`config.mk`:
```
export PLATFORM = sky130hd
export DESIGN_NAME = rundown_seq
export DESIGN_NICKNAME = d
export VERILOG_FILES = /design/src/rtl/rundown_seq_pkg.sv /design/src/rtl/rds_zc_sync.sv /design/src/rtl/rds_timer.sv /design/src/rtl/rds_fsm.sv /design/src/rtl/rundown_seq.sv
export SDC_FILE = /design/constraint.sdc
export NUM_CORES = 1
export LEC_CHECK = 0
export ABC_AREA = 0
export BUFFER_PORTS_ARGS = -buffer_cell sky130_fd_sc_hd__buf_2
export CAP_MARGIN = 20
export CORE_AREA = 5 5 126 68
export CTS_CLUSTER_DIAMETER = 40
export DETAILED_ROUTE_END_ITERATION = 8
export DIE_AREA = 0 0 131 73
export MAX_ROUTING_LAYER = met4
export PLACE_DENSITY = 0.82
export REMOVE_ABC_BUFFERS = 1
export SYNTH_ARGS = -nofsm -noshare
export SYNTH_HDL_FRONTEND = slang
export SYNTH_SLANG_ARGS = --single-unit
```
`constraint.sdc`:
```
create_clock -name clk -period 2.3 [get_ports clk]
set_input_delay 0.46 -clock clk [delete_from_list [all_inputs] [get_ports clk]]
set_output_delay 0.46 -clock clk [all_outputs]
set_load 0.05 [all_outputs]
```
`src/rtl/rundown_seq_pkg.sv`:
```
package rundown_seq_pkg;

  typedef enum logic [3:0] {
    ST_WIN, ST_PRE, ST_M4, ST_ZA, ST_P4,
    ST_M3, ST_Z3, ST_P2, ST_Z2, ST_M1, ST_Z1
  } rds_state_e;

  // slope codes, bit 2 is the polarity (1 = negative)
  localparam logic [2:0] CODE_ZERO = 3'b000;
  localparam logic [2:0] CODE_P4   = 3'b001;
  localparam logic [2:0] CODE_P2   = 3'b010;
  localparam logic [2:0] CODE_M4   = 3'b101;
  localparam logic [2:0] CODE_M3   = 3'b110;
  localparam logic [2:0] CODE_M1   = 3'b111;

  // result slots
  localparam int NUM_SLOTS = 5;
  localparam logic [2:0] SL_M4 = 3'd0;
  localparam logic [2:0] SL_P4 = 3'd1;
  localparam logic [2:0] SL_M3 = 3'd2;
  localparam logic [2:0] SL_P2 = 3'd3;
  localparam logic [2:0] SL_M1 = 3'd4;

  function automatic int max_of(input int a, input int b);
    return (a > b) ? a : b;
  endfunction

endpackage

```
`src/rtl/rds_zc_sync.sv`:
```
module rds_zc_sync #(
  parameter int STAGES = 2
) (
  input  logic clk,
  input  logic rst_n,
  input  logic zc_in,
  input  logic clr,
  output logic zc_flag
);
  // STAGES synchronizer flops plus one history flop for edge detect
  logic [STAGES:0] sh_q;
  logic            rise;

  always_ff @(posedge clk or negedge rst_n) begin
    if (!rst_n) sh_q <= '0;
    else        sh_q <= {sh_q[STAGES-1:0], zc_in};
  end

  assign rise = sh_q[STAGES-1] & ~sh_q[STAGES];

  // sticky crossing flag, cleared at each phase change (clear wins)
  always_ff @(posedge clk or negedge rst_n) begin
    if (!rst_n)    zc_flag <= 1'b0;
    else if (clr)  zc_flag <= 1'b0;
    else if (rise) zc_flag <= 1'b1;
  end
endmodule

```
`src/rtl/rds_timer.sv`:
```
module rds_timer #(
  parameter int ALE_PER_CNT = 5,
  parameter int CNT_W       = 5,
  parameter int PH_W        = 7
) (
  input  logic             clk,
  input  logic             rst_n,
  input  logic             restart,
  output logic             tick,
  output logic [CNT_W-1:0] adc_cnt,
  output logic [PH_W-1:0]  ph_clk
);
  localparam int ALE_W = (ALE_PER_CNT > 1) ? $clog2(ALE_PER_CNT) : 1;
  localparam logic [ALE_W-1:0] ALE_LAST = ALE_W'(ALE_PER_CNT - 1);

  logic [ALE_W-1:0] ale_q;

  assign tick = (ale_q == ALE_LAST);

  always_ff @(posedge clk or negedge rst_n) begin
    if (!rst_n) begin
      ale_q   <= '0;
      adc_cnt <= '0;
      ph_clk  <= '0;
    end else if (restart) begin
      ale_q   <= '0;
      adc_cnt <= '0;
      ph_clk  <= '0;
    end else begin
      ale_q  <= tick ? '0 : ale_q + ALE_W'(1);
      ph_clk <= (&ph_clk) ? ph_clk : ph_clk + PH_W'(1);
      if (tick && !(&adc_cnt)) adc_cnt <= adc_cnt + CNT_W'(1);
    end
  end
endmodule

```
`src/rtl/rds_fsm.sv`:
```
module rds_fsm
  import rundown_seq_pkg::*;
#(
  parameter int PRE_CNT    = 10,
  parameter int ABORT_CNT  = 2,
  parameter int M4_MAX     = 12,
  parameter int P4_MAX     = 12,
  parameter int M3_MAX     = 16,
  parameter int P2_MAX     = 17,
  parameter int M1_MAX     = 18,
  parameter int PAUSE_CLKS = 2,
  parameter int WIN_CLKS   = 33,
  parameter int CNT_W      = 5,
  parameter int PH_W       = 7
) (
  input  logic                                clk,
  input  logic                                rst_n,
  input  logic                                tick,
  input  logic [CNT_W-1:0]                    adc_cnt,
  input  logic [PH_W-1:0]                     ph_clk,
  input  logic                                zc_flag,
  input  logic                                integ_pos,
  output logic                                restart,
  output logic [2:0]                          slope_code,
  output logic                                frac_en,
  output logic                                done,
  output logic [NUM_SLOTS-1:0][CNT_W-1:0]     res_cnt,
  output logic                                res_abort,
  output logic                                res_pre_neg
);
  localparam logic [PH_W-1:0]  WIN_LAST   = PH_W'(WIN_CLKS - 1);
  localparam logic [PH_W-1:0]  PAUSE_LAST = PH_W'(PAUSE_CLKS - 1);
  localparam logic [CNT_W-1:0] PRE_LAST   = CNT_W'(PRE_CNT - 1);
  localparam logic [CNT_W-1:0] ABORT_LAST = CNT_W'(ABORT_CNT - 1);
  localparam logic [CNT_W-1:0] M4_LAST    = CNT_W'(M4_MAX - 1);
  localparam logic [CNT_W-1:0] P4_LAST    = CNT_W'(P4_MAX - 1);
  localparam logic [CNT_W-1:0] M3_LAST    = CNT_W'(M3_MAX - 1);
  localparam logic [CNT_W-1:0] P2_LAST    = CNT_W'(P2_MAX - 1);
  localparam logic [CNT_W-1:0] M1_LAST    = CNT_W'(M1_MAX - 1);

  rds_state_e state_q, state_d;
  logic       phase_end;
  logic       wr_en;
  logic [2:0] wr_slot;
  logic       abort_q, pre_neg_q, have_res_q;
  logic       cross_tick;
  logic       clr_work, publish;
  logic [NUM_SLOTS-1:0][CNT_W-1:0] work_q;

  assign cross_tick = tick & zc_flag;

  always_comb begin
    phase_end = 1'b0;
    state_d   = state_q;
    wr_en     = 1'b0;
    wr_slot   = SL_M4;
    unique case (state_q)
      ST_WIN: begin
        phase_end = (ph_clk == WIN_LAST);
        state_d   = ST_PRE;
      end
      ST_PRE: begin
        phase_end = tick && (adc_cnt == PRE_LAST);
        state_d   = ST_M4;
      end
      ST_M4: begin
        if (abort_q) phase_end = tick && (adc_cnt == ABORT_LAST);
        else         phase_end = cross_tick || (tick && (adc_cnt == M4_LAST));
        state_d = abort_q ? ST_ZA : ST_M3;
        wr_en   = phase_end;
        wr_slot = SL_M4;
      end
      ST_ZA: begin
        phase_end = (ph_clk == PAUSE_LAST);
        state_d   = ST_P4;
      end
      ST_P4: begin
        phase_end = cross_tick || (tick && (adc_cnt == P4_LAST));
        state_d   = ST_M3;
        wr_en     = phase_end;
        wr_slot   = SL_P4;
      end
      ST_M3: begin
        phase_end = cross_tick || (tick && (adc_cnt == M3_LAST));
        state_d   = ST_Z3;
        wr_en     = phase_end;
        wr_slot   = SL_M3;
      end
      ST_Z3: begin
        phase_end = (ph_clk == PAUSE_LAST);
        state_d   = ST_P2;
      end
      ST_P2: begin
        phase_end = cross_tick || (tick && (adc_cnt == P2_LAST));
        state_d   = ST_Z2;
        wr_en     = phase_end;
        wr_slot   = SL_P2;
      end
      ST_Z2: begin
        phase_end = (ph_clk == PAUSE_LAST);
        state_d   = ST_M1;
      end
      ST_M1: begin
        phase_end = cross_tick || (tick && (adc_cnt == M1_LAST));
        state_d   = ST_Z1;
        wr_en     = phase_end;
        wr_slot   = SL_M1;
      end
      ST_Z1: begin
        phase_end = (ph_clk == PAUSE_LAST);
        state_d   = ST_WIN;
      end
      default: begin
        phase_end = 1'b1;
        state_d   = ST_WIN;
      end
    endcase
  end

  assign restart  = phase_end;
  assign clr_work = (state_q == ST_WIN) && phase_end;
  assign publish  = clr_work && have_res_q;

  always_ff @(posedge clk or negedge rst_n) begin
    if (!rst_n) begin
      state_q    <= ST_WIN;
      abort_q    <= 1'b0;
      pre_neg_q  <= 1'b0;
      have_res_q <= 1'b0;
      done       <= 1'b0;
    end else begin
      done <= publish;
      if (phase_end) state_q <= state_d;
      if (clr_work) pre_neg_q <= integ_pos;
      if ((state_q == ST_PRE) && phase_end) abort_q <= integ_pos;
      if ((state_q == ST_Z1) && phase_end) have_res_q <= 1'b1;
    end
  end

  // per-slope working counts and published copies
  always_ff @(posedge clk or negedge rst_n) begin
    if (!rst_n) begin
      work_q      <= '0;
      res_cnt     <= '0;
      res_abort   <= 1'b0;
      res_pre_neg <= 1'b0;
    end else begin
      for (int s = 0; s < NUM_SLOTS; s++) begin
        if (clr_work)
          work_q[s] <= '0;
        else if (wr_en && (wr_slot == 3'(s)))
          work_q[s] <= adc_cnt + CNT_W'(1);
        if (publish) res_cnt[s] <= work_q[s];
      end
      if (publish) begin
        res_abort   <= abort_q;
        res_pre_neg <= pre_neg_q;
      end
    end
  end

  always_comb begin
    unique case (state_q)
      ST_PRE:  slope_code = pre_neg_q ? CODE_M4 : CODE_P4;
      ST_M4:   slope_code = CODE_M4;
      ST_P4:   slope_code = CODE_P4;
      ST_M3:   slope_code = CODE_M3;
      ST_P2:   slope_code = CODE_P2;
      ST_M1:   slope_code = CODE_M1;
      default: slope_code = CODE_ZERO;
    endcase
  end

  assign frac_en = (state_q != ST_WIN) && (state_q != ST_PRE);
endmodule

```
`src/rtl/rundown_seq.sv`:
```
module rundown_seq
  import rundown_seq_pkg::*;
#(
  parameter int ALE_PER_CNT = 5,
  parameter int SYNC_STAGES = 2,
  parameter int PRE_CNT     = 10,
  parameter int ABORT_CNT   = 2,
  parameter int M4_MAX      = 12,
  parameter int P4_MAX      = 12,
  parameter int M3_MAX      = 16,
  parameter int P2_MAX      = 17,
  parameter int M1_MAX      = 18,
  parameter int PAUSE_CLKS  = 2,
  parameter int WIN_CLKS    = 33,
  localparam int MAX_CNT    = max_of(max_of(max_of(M4_MAX, P4_MAX), max_of(M3_MAX, P2_MAX)),
                                     max_of(M1_MAX, PRE_CNT)),
  localparam int CNT_W      = $clog2(MAX_CNT + 1),
  localparam int PH_W       = $clog2(max_of(MAX_CNT * ALE_PER_CNT, WIN_CLKS) + 2)
) (
  input  logic             clk,
  input  logic             rst_n,
  input  logic             zc_in,
  input  logic             integ_pos,
  output logic [2:0]       slope_code,
  output logic             frac_en,
  output logic             done,
  output logic [CNT_W-1:0] res_m4,
  output logic [CNT_W-1:0] res_p4,
  output logic [CNT_W-1:0] res_m3,
  output logic [CNT_W-1:0] res_p2,
  output logic [CNT_W-1:0] res_m1,
  output logic             res_abort,
  output logic             res_pre_neg
);
  logic                            restart;
  logic                            tick;
  logic                            zc_flag;
  logic [CNT_W-1:0]                adc_cnt;
  logic [PH_W-1:0]                 ph_clk;
  logic [NUM_SLOTS-1:0][CNT_W-1:0] res_cnt;

  rds_zc_sync #(.STAGES(SYNC_STAGES)) u_sync (
    .clk     (clk),
    .rst_n   (rst_n),
    .zc_in   (zc_in),
    .clr     (restart),
    .zc_flag (zc_flag)
  );

  rds_timer #(.ALE_PER_CNT(ALE_PER_CNT), .CNT_W(CNT_W), .PH_W(PH_W)) u_timer (
    .clk     (clk),
    .rst_n   (rst_n),
    .restart (restart),
    .tick    (tick),
    .adc_cnt (adc_cnt),
    .ph_clk  (ph_clk)
  );

  rds_fsm #(
    .PRE_CNT(PRE_CNT), .ABORT_CNT(ABORT_CNT), .M4_MAX(M4_MAX), .P4_MAX(P4_MAX),
    .M3_MAX(M3_MAX), .P2_MAX(P2_MAX), .M1_MAX(M1_MAX), .PAUSE_CLKS(PAUSE_CLKS),
    .WIN_CLKS(WIN_CLKS), .CNT_W(CNT_W), .PH_W(PH_W)
  ) u_fsm (
    .clk         (clk),
    .rst_n       (rst_n),
    .tick        (tick),
    .adc_cnt     (adc_cnt),
    .ph_clk      (ph_clk),
    .zc_flag     (zc_flag),
    .integ_pos   (integ_pos),
    .restart     (restart),
    .slope_code  (slope_code),
    .frac_en     (frac_en),
    .done        (done),
    .res_cnt     (res_cnt),
    .res_abort   (res_abort),
    .res_pre_neg (res_pre_neg)
  );

  assign res_m4 = res_cnt[SL_M4];
  assign res_p4 = res_cnt[SL_P4];
  assign res_m3 = res_cnt[SL_M3];
  assign res_p2 = res_cnt[SL_P2];
  assign res_m1 = res_cnt[SL_M1];
endmodule

```
# [Word-level counts from Yosys, hierarchy flattened]
# Index checks and enable logic that the tools add are counted.
[totals] word_cells=114 ff_bits=79 n_memories=0 out_inout_bits=32 in_bits=4 latch_bits=0 rom_bits=0 ram_bits=0
[classes] bitwise=3 div_mod_pow=0 mul=0 shifts=0 n_eq_ne=25 order_cmp=0 mux=26 n_addsub=3 reduce_logical=35
[op_table] operator="$mux W5" n=12
[op_table] operator="$pmux W4 S10" n=1
[op_table] operator="$pmux W3 S6" n=1
[op_table] operator="$logic_and A1 B1 Y1" n=17
[op_table] operator="$eq A4 B3 Y1 const B" n=4
[op_table] operator="$eq A5 B4 Y1 const B" n=3
[op_table] operator="$mux W7" n=2
[op_table] operator="$reduce_bool A2 Y1" n=7
[op_table] operator="$eq A4 B4 Y1 const B" n=3
[op_table] operator="$mux W3" n=4
[op_table] operator="$pmux W3 S4" n=1
[op_table] operator="$eq A5 B5 Y1 const B" n=2
[op_table] operator="$eq A4 B2 Y1 const B" n=2
[op_table] operator="$pmux W1 S8" n=1
[op_table] operator="$add A7 B1 Y7 const B" n=1
[op_table] operator="$eq A7 B1 Y1 const B" n=1
[op_table] operator="$eq A7 B6 Y1 const B" n=1
[op_table] operator="$reduce_and A7 Y1" n=1
[op_table] operator="$eq A3 B2 Y1 const B" n=2
[op_table] operator="$eq A3 B3 Y1 const B" n=2
[op_table] operator="$add A5 B1 Y5 const B" n=1
[op_table] operator="$eq A5 B1 Y1 const B" n=1
[op_table] operator="$pmux W1 S5" n=1
[op_table] operator="$reduce_and A5 Y1" n=1
[op_table] operator="other kinds (14)" n=20

# [Longest topological paths before layout]
[logic_depth] ltp_word=8 depth_mapped=11 ltp_nobuf=8

# [Hierarchy]
# Synthesis repeated with hierarchy kept, for this count alone.
[hier_totals] cells_unflattened=323 area_unflattened_um2=3802.4
[by_module_without_submodules] mod="rds_fsm" cells_each=248 instances=1 area_each_um2=2929.1
[by_module_without_submodules] mod="rds_timer" cells_each=68 instances=1 area_each_um2=754.5
[by_module_without_submodules] mod="rds_zc_sync" cells_each=7 instances=1 area_each_um2=118.9

# [Least setup slack after synthesis]
# OpenSTA, ideal clock, no wires.
[synth_path] kind="reg2out" start="register u_fsm.state_q[3]" end="output slope_code[1]" n_path_buf=1 t_arrival_ns=2.247 path_stages_with_launch=4 required_time_ns=1.840 path_slack_ns=-0.407 cell_sequence="dfrtp_1 > clkbuf_1 > or3b_2 > a21boi_0"
[synth_via] elab_chain_len=2 word_cells_on_any_way=7 classes_between="6 x eq/ne; 1 x mux"
[synth_lines] element="from (decl)" line="rds_fsm.sv:41" text="rds_state_e state_q, state_d;"
[synth_lines] element="from (signal assigned)" line="rds_fsm.sv:133" text="if (phase_end) state_q <= state_d;"
[synth_lines] element="$eq A4 B4 Y1 (tied with other cells)" line="rds_fsm.sv:163" text="unique case (state_q)"
[synth_lines] element="$pmux W3 S6 *" line="rds_fsm.sv:163"
[synth_lines] element="to (decl)" line="rundown_seq.sv:24" text="output logic [2:0] slope_code,"
# Mark *: on every way between the ends. The rest lies on a longest branch, timed or not.

# [Worst setup path in the final report]
[layout_path] start="register u_timer.ph_clk[3]" end="register u_fsm.res_cnt[17] in the netlist's numbering"
[layout_via] elab_chain_len=4 word_cells_on_any_way=5 classes_between="2 x eq/ne; 1 x mux; 2 x reduce/logical"
[layout_lines] element="from (decl)" line="rds_timer.sv:11" text="output logic [PH_W-1:0] ph_clk"
[layout_lines] element="from (signal assigned)" line="rds_timer.sv:31" text="ph_clk <= (&ph_clk) ? ph_clk : ph_clk + PH_W'(1);"
[layout_lines] element="$eq A7 B1 Y1 or $eq A7 B6 Y1 (tied branches)"
[layout_lines] element="$pmux W1 S8 *" line="rds_fsm.sv:57" text="unique case (state_q)"
[layout_lines] element="$logic_and A1 B1 Y1 *" line="rds_fsm.sv:121" text="assign clr_work = (state_q == ST_WIN) && phase_end;"
[layout_lines] element="$logic_and A1 B1 Y1 *" line="rds_fsm.sv:122" text="assign publish = clr_work && have_res_q;"
[layout_lines] element="to (signal, indexed assignment)" line="rds_fsm.sv:153" text="if (publish) res_cnt[s] <= work_q[s];"
[layout_lines] element="to (decl)" line="rds_fsm.sv:27" text="output logic [NUM_SLOTS-1:0][CNT_W-1:0] res_cnt,"
# Marked as above.
# A chain may end at the register's enable or synchronous reset.

==> metrics.txt <==
# TYPE chip_impl_metric gauge
chip_impl_info{name="run_status",value="finished, violations left"} 1
chip_impl_info{name="violations",value="negative setup slack"} 1
chip_impl_metric{name="placed_wire_length_estimate",unit="µm"} 7020
chip_impl_metric{name="peakVddDrop",unit="mV"} 0.598
chip_impl_metric{name="final_cell_area",unit="µm²"} 5000
chip_impl_metric{name="area_of_the_multi_input_gates",unit="µm²"} 1860
chip_impl_metric{name="final_hold_viol_count",unit=""} 0
chip_impl_info{name="worst_setup_path_end_kind",value="flop"} 1
chip_impl_metric{name="cts_num_sinks",unit=""} 79
chip_impl_metric{name="final_min_period_over_clock_period",unit=""} 1.06
chip_impl_metric{name="yosys_warnings",unit=""} 0
chip_impl_metric{name="timing.final.max_slew_violations",unit=""} 0
chip_impl_info{name="cts-root-buf",value="clkbuf_16"} 1
chip_impl_metric{name="clock-skew-final",unit="ps"} 3.84
chip_impl_metric{name="antennaDiodeCount",unit=""} 0
chip_impl_metric{name="finalSetupTns",unit="ps"} -4010
chip_impl_info{name="setup_repair_after_global_routing_missed_its_margin",value="true"} 1
chip_impl_info{name="synth_top_flop_cell",value="dfrtp_1"} 1
chip_impl_metric{name="nNetsFinal",unit=""} 431
chip_impl_metric{name="port_buffers",unit=""} 35
chip_impl_metric{name="global_route_wire_length_before_repair",unit="µm"} 15800
chip_impl_info{name="hold_path.class",value="input port to async pin"} 1
chip_impl_metric{name="seq_area",unit="µm²"} 1980
chip_impl_metric{name="synth_seq_area_share",unit=""} 0.521
chip_impl_metric{name="critical_path_maximum_fanout",unit=""} 21
chip_impl_metric{name="place.gp.congestion",unit=""} 0.994
chip_impl_metric{name="globalRoute.totalOverflow",unit=""} 0
chip_impl_metric{name="worst_pin_slew",unit="ps"} 612
chip_impl_info{name="yosysTopAreaCell",value="dfrtp_1"} 1
chip_impl_metric{name="placement_rows",unit=""} 23
chip_impl_metric{name="width_of_the_die",unit="µm"} 131
chip_impl_metric{name="synth_enable_flop_cells",unit=""} 0
chip_impl_metric{name="powerDensity",unit="nW/µm²"} 585
chip_impl_metric{name="total_leakage_power",unit="nW"} 2.52
chip_impl_metric{name="die_h",unit="µm"} 73
chip_impl_metric{name="filler_cell_count",unit=""} 583
chip_impl_metric{name="final_core_util",unit=""} 0.664
chip_impl_metric{name="timing.critical_path.arrival",unit="ps"} 2660
chip_impl_metric{name="report.power.total",unit="mW"} 2.93
chip_impl_metric{name="final_layout_size_suffix_gt1_frac",unit=""} 0.432
chip_impl_metric{name="synth_top_area_share",unit=""} 0.521
chip_impl_metric{name="dr_total_vias",unit=""} 2951
chip_impl_metric{name="slew_headroom",unit=""} 0.591
chip_impl_metric{name="cts-htree-levels",unit=""} 3
chip_impl_metric{name="first_iter_violations",unit=""} 241
chip_impl_metric{name="setup_viol",unit=""} 45
chip_impl_metric{name="floorplan.initialDensity",unit=""} 0.503
chip_impl_metric{name="dp_worst_setup_slack",unit="ps"} -194
chip_impl_metric{name="postLayoutSetupSlackWorst",unit="ps"} -139
chip_impl_metric{name="post_synth_instance_area",unit="µm²"} 3800
chip_impl_metric{name="synthesis.area_per_instance",unit="µm²"} 11.5
chip_impl_metric{name="clk_path_buf_depth",unit=""} 2
chip_impl_info{name="worstSetupStartpointType",value="flop"} 1
chip_impl_metric{name="placement.cell_area",unit="µm²"} 4460
chip_impl_metric{name="critical_path_required",unit="ps"} 2520
chip_impl_metric{name="path_clk_slew",unit="ps"} 60
chip_impl_metric{name="max_freq",unit="MHz"} 410
chip_impl_metric{name="drc_violations_left",unit=""} 0
chip_impl_info{name="timing.setup.critical_path_class",value="flop to flop"} 1
chip_impl_metric{name="grt_start_max_net_pins",unit=""} 43
chip_impl_metric{name="synth.distinct_cells",unit=""} 56
chip_impl_metric{name="final_antenna_net_count",unit=""} 0
chip_impl_metric{name="areaGrowthSynthToFinish",unit="%"} 31.8
chip_impl_info{name="cts_tree",value="yes"} 1
chip_impl_metric{name="setup_slack_of_the_most_critical_reg_to_reg_path",unit="ps"} -140
chip_impl_metric{name="drt-wirelength-per-cell",unit="µm"} 18.9
chip_impl_metric{name="ys_seq_elements",unit=""} 79
chip_impl_metric{name="clk-insertion-delay-late",unit="ps"} 340
chip_impl_metric{name="fin_crit",unit="ps"} 2440
chip_impl_metric{name="ys_async_sr_fraction",unit=""} 1.00
chip_impl_metric{name="design.core.area",unit="µm²"} 7540
chip_impl_metric{name="maxCapViolations",unit=""} 0
chip_impl_metric{name="syn-instance-count",unit=""} 329
chip_impl_info{name="synth.area.top_cells",value="dfrtp_1 (52%), mux2_4 (7.5%), mux2_2 (3.9%)"} 1
chip_impl_metric{name="grt_use_total",unit=""} 0.229
chip_impl_metric{name="drt-total-wl",unit="µm"} 9900
chip_impl_metric{name="number_of_global_route_vias_before_repair",unit=""} 3030
chip_impl_metric{name="num_io_pins",unit=""} 36
chip_impl_metric{name="die_area",unit="µm²"} 9560
chip_impl_metric{name="antenna_found_initial",unit=""} 0
chip_impl_metric{name="cts_made_buffers",unit=""} 9
chip_impl_metric{name="drt-vias-per-instance",unit=""} 5.63
chip_impl_metric{name="drt-pass1-iter-count",unit=""} 6
==> worst max-delay path, cell delays in order, from the launching register on <==
cell     delay (ps)
dfrtp_1         380
or4_4           530
a311o_1         320
a221o_1         320
a21oi_4         190
nand2_4          80
buf_12          170
mux2_4          310
==> registers in the layout, indices dropped and copies added (netlist names), 3 cells and up <==
register,cells
u_fsm.work_q,25
u_timer.ale_q,3
u_timer.adc_cnt,5
u_timer.ph_clk,7
u_sync.sh_q,3
u_fsm.state_q,4
u_fsm.res_cnt,25
==> worst paths after layout <==
| check | startpoint | cells past startpoint | to |
|---|---|---|---|
| setup / recovery | u_timer.ph_clk[3]$_DFFE_PN0P_ | 7 | u_fsm.res_cnt[17]$_DFFE_PN0P_ |
| hold / removal | rst_n | 1 | u_fsm.work_q[0]$_DFFE_PN0P_ |
| setup reg to reg | u_timer.ph_clk[3]$_DFFE_PN0P_ | 7 | u_fsm.res_cnt[17]$_DFFE_PN0P_ |
| hold reg to reg | u_sync.sh_q[0]$_DFF_PN0_ | 0 | u_sync.sh_q[1]$_DFF_PN0_ |
| max in group asynchronous | rst_n | 2 | u_fsm.res_cnt[4]$_DFFE_PN0P_ |
| min in group clk | zc_in | 1 | u_sync.sh_q[0]$_DFF_PN0_ |
==> layer usage <==
metal / GRT usage / share of wire
met1: 0.317 / 0.47
met2: 0.320 / 0.43
met3: 0.0870 / 0.093
met4: 0.0490 / 0.014
met5: - / 0
==> stage by stage <==
step,hold slack [ps],cells
after global placement,337,503
after floorplan,164,311
after CTS,121,521
after global routing,141,524
after detailed placement,343,503
final,94.1,524
==> cells in the final DEF, fill, tap and decap left out, drive strengths merged, types with 8 or more instances in the layout <==
cell / instances
nor2: 32
clkbuf: 10
mux2: 32
ha: 8
dfrtp: 79
nor3: 10
o21ai: 12
nand2: 14
a21oi: 12
buf: 97
inv: 14
==> synthesized netlist by cell type, drive strengths merged, types with 3 or more instances <==
library cell / n
a211oi: 5
a21oi: 12
a32o: 6
and3: 5
buf: 4
clkbuf: 14
dfrtp: 79
ha: 8
inv: 13
mux2: 32
mux2i: 7
nand2: 14
nand2b: 6
nand3: 5
nand4: 3
nor2: 32
nor2b: 3
nor3: 10
nor3b: 3
o21ai: 12
o2bb2ai: 7
or3b: 3
or4: 3
xnor2: 4
xor2: 6
==> kinds of logic (layout without fill, tap and decap cells) <==
logic type      count (synthesis)  after routing  synth area share
simple gates                   99             99             0.139
flops                          79             79             0.521
compound gates                 63             63             0.124
mux                            39             39             0.132
buf+inv                        31            126            0.0349
xor+xnor                       10             10            0.0231
fa+ha+maj                       8              8            0.0264
==> area by class of cell <==
type	count	share of cell area
Sequential cell	79	0.396
Clock inverter	6	0.0167
Multi-Input combinational cell	219	0.371
Clock buffer	10	0.0458
Tap cell	100	0.0250
Inverter	13	0.00975
Timing Repair Buffer	97	0.136
==> repair_timing <==
| item | CTS | global route |
|---|---|---|
| gates resized for setup | 21 | 35 |
| cloned | 2 | 0 |
| buffers inserted | 0 | 3 |
| setup endpoints to repair | 64 | 76 |
| endpoints found under the hold margin | 0 | 0 |
| hold buffers | 0 | 0 |
| pin swaps | 0 | 4 |
==> power by group <==
group	internal (mW)	switching (mW)	leakage, nW	total [mW]
sequential	1.39	0.00460	1.06	1.40
clock	0.947	0.536	0.157	1.48
combinational	0.0108	0.0349	1.31	0.0456
Note: power is estimated with default switching activity, not from simulation.
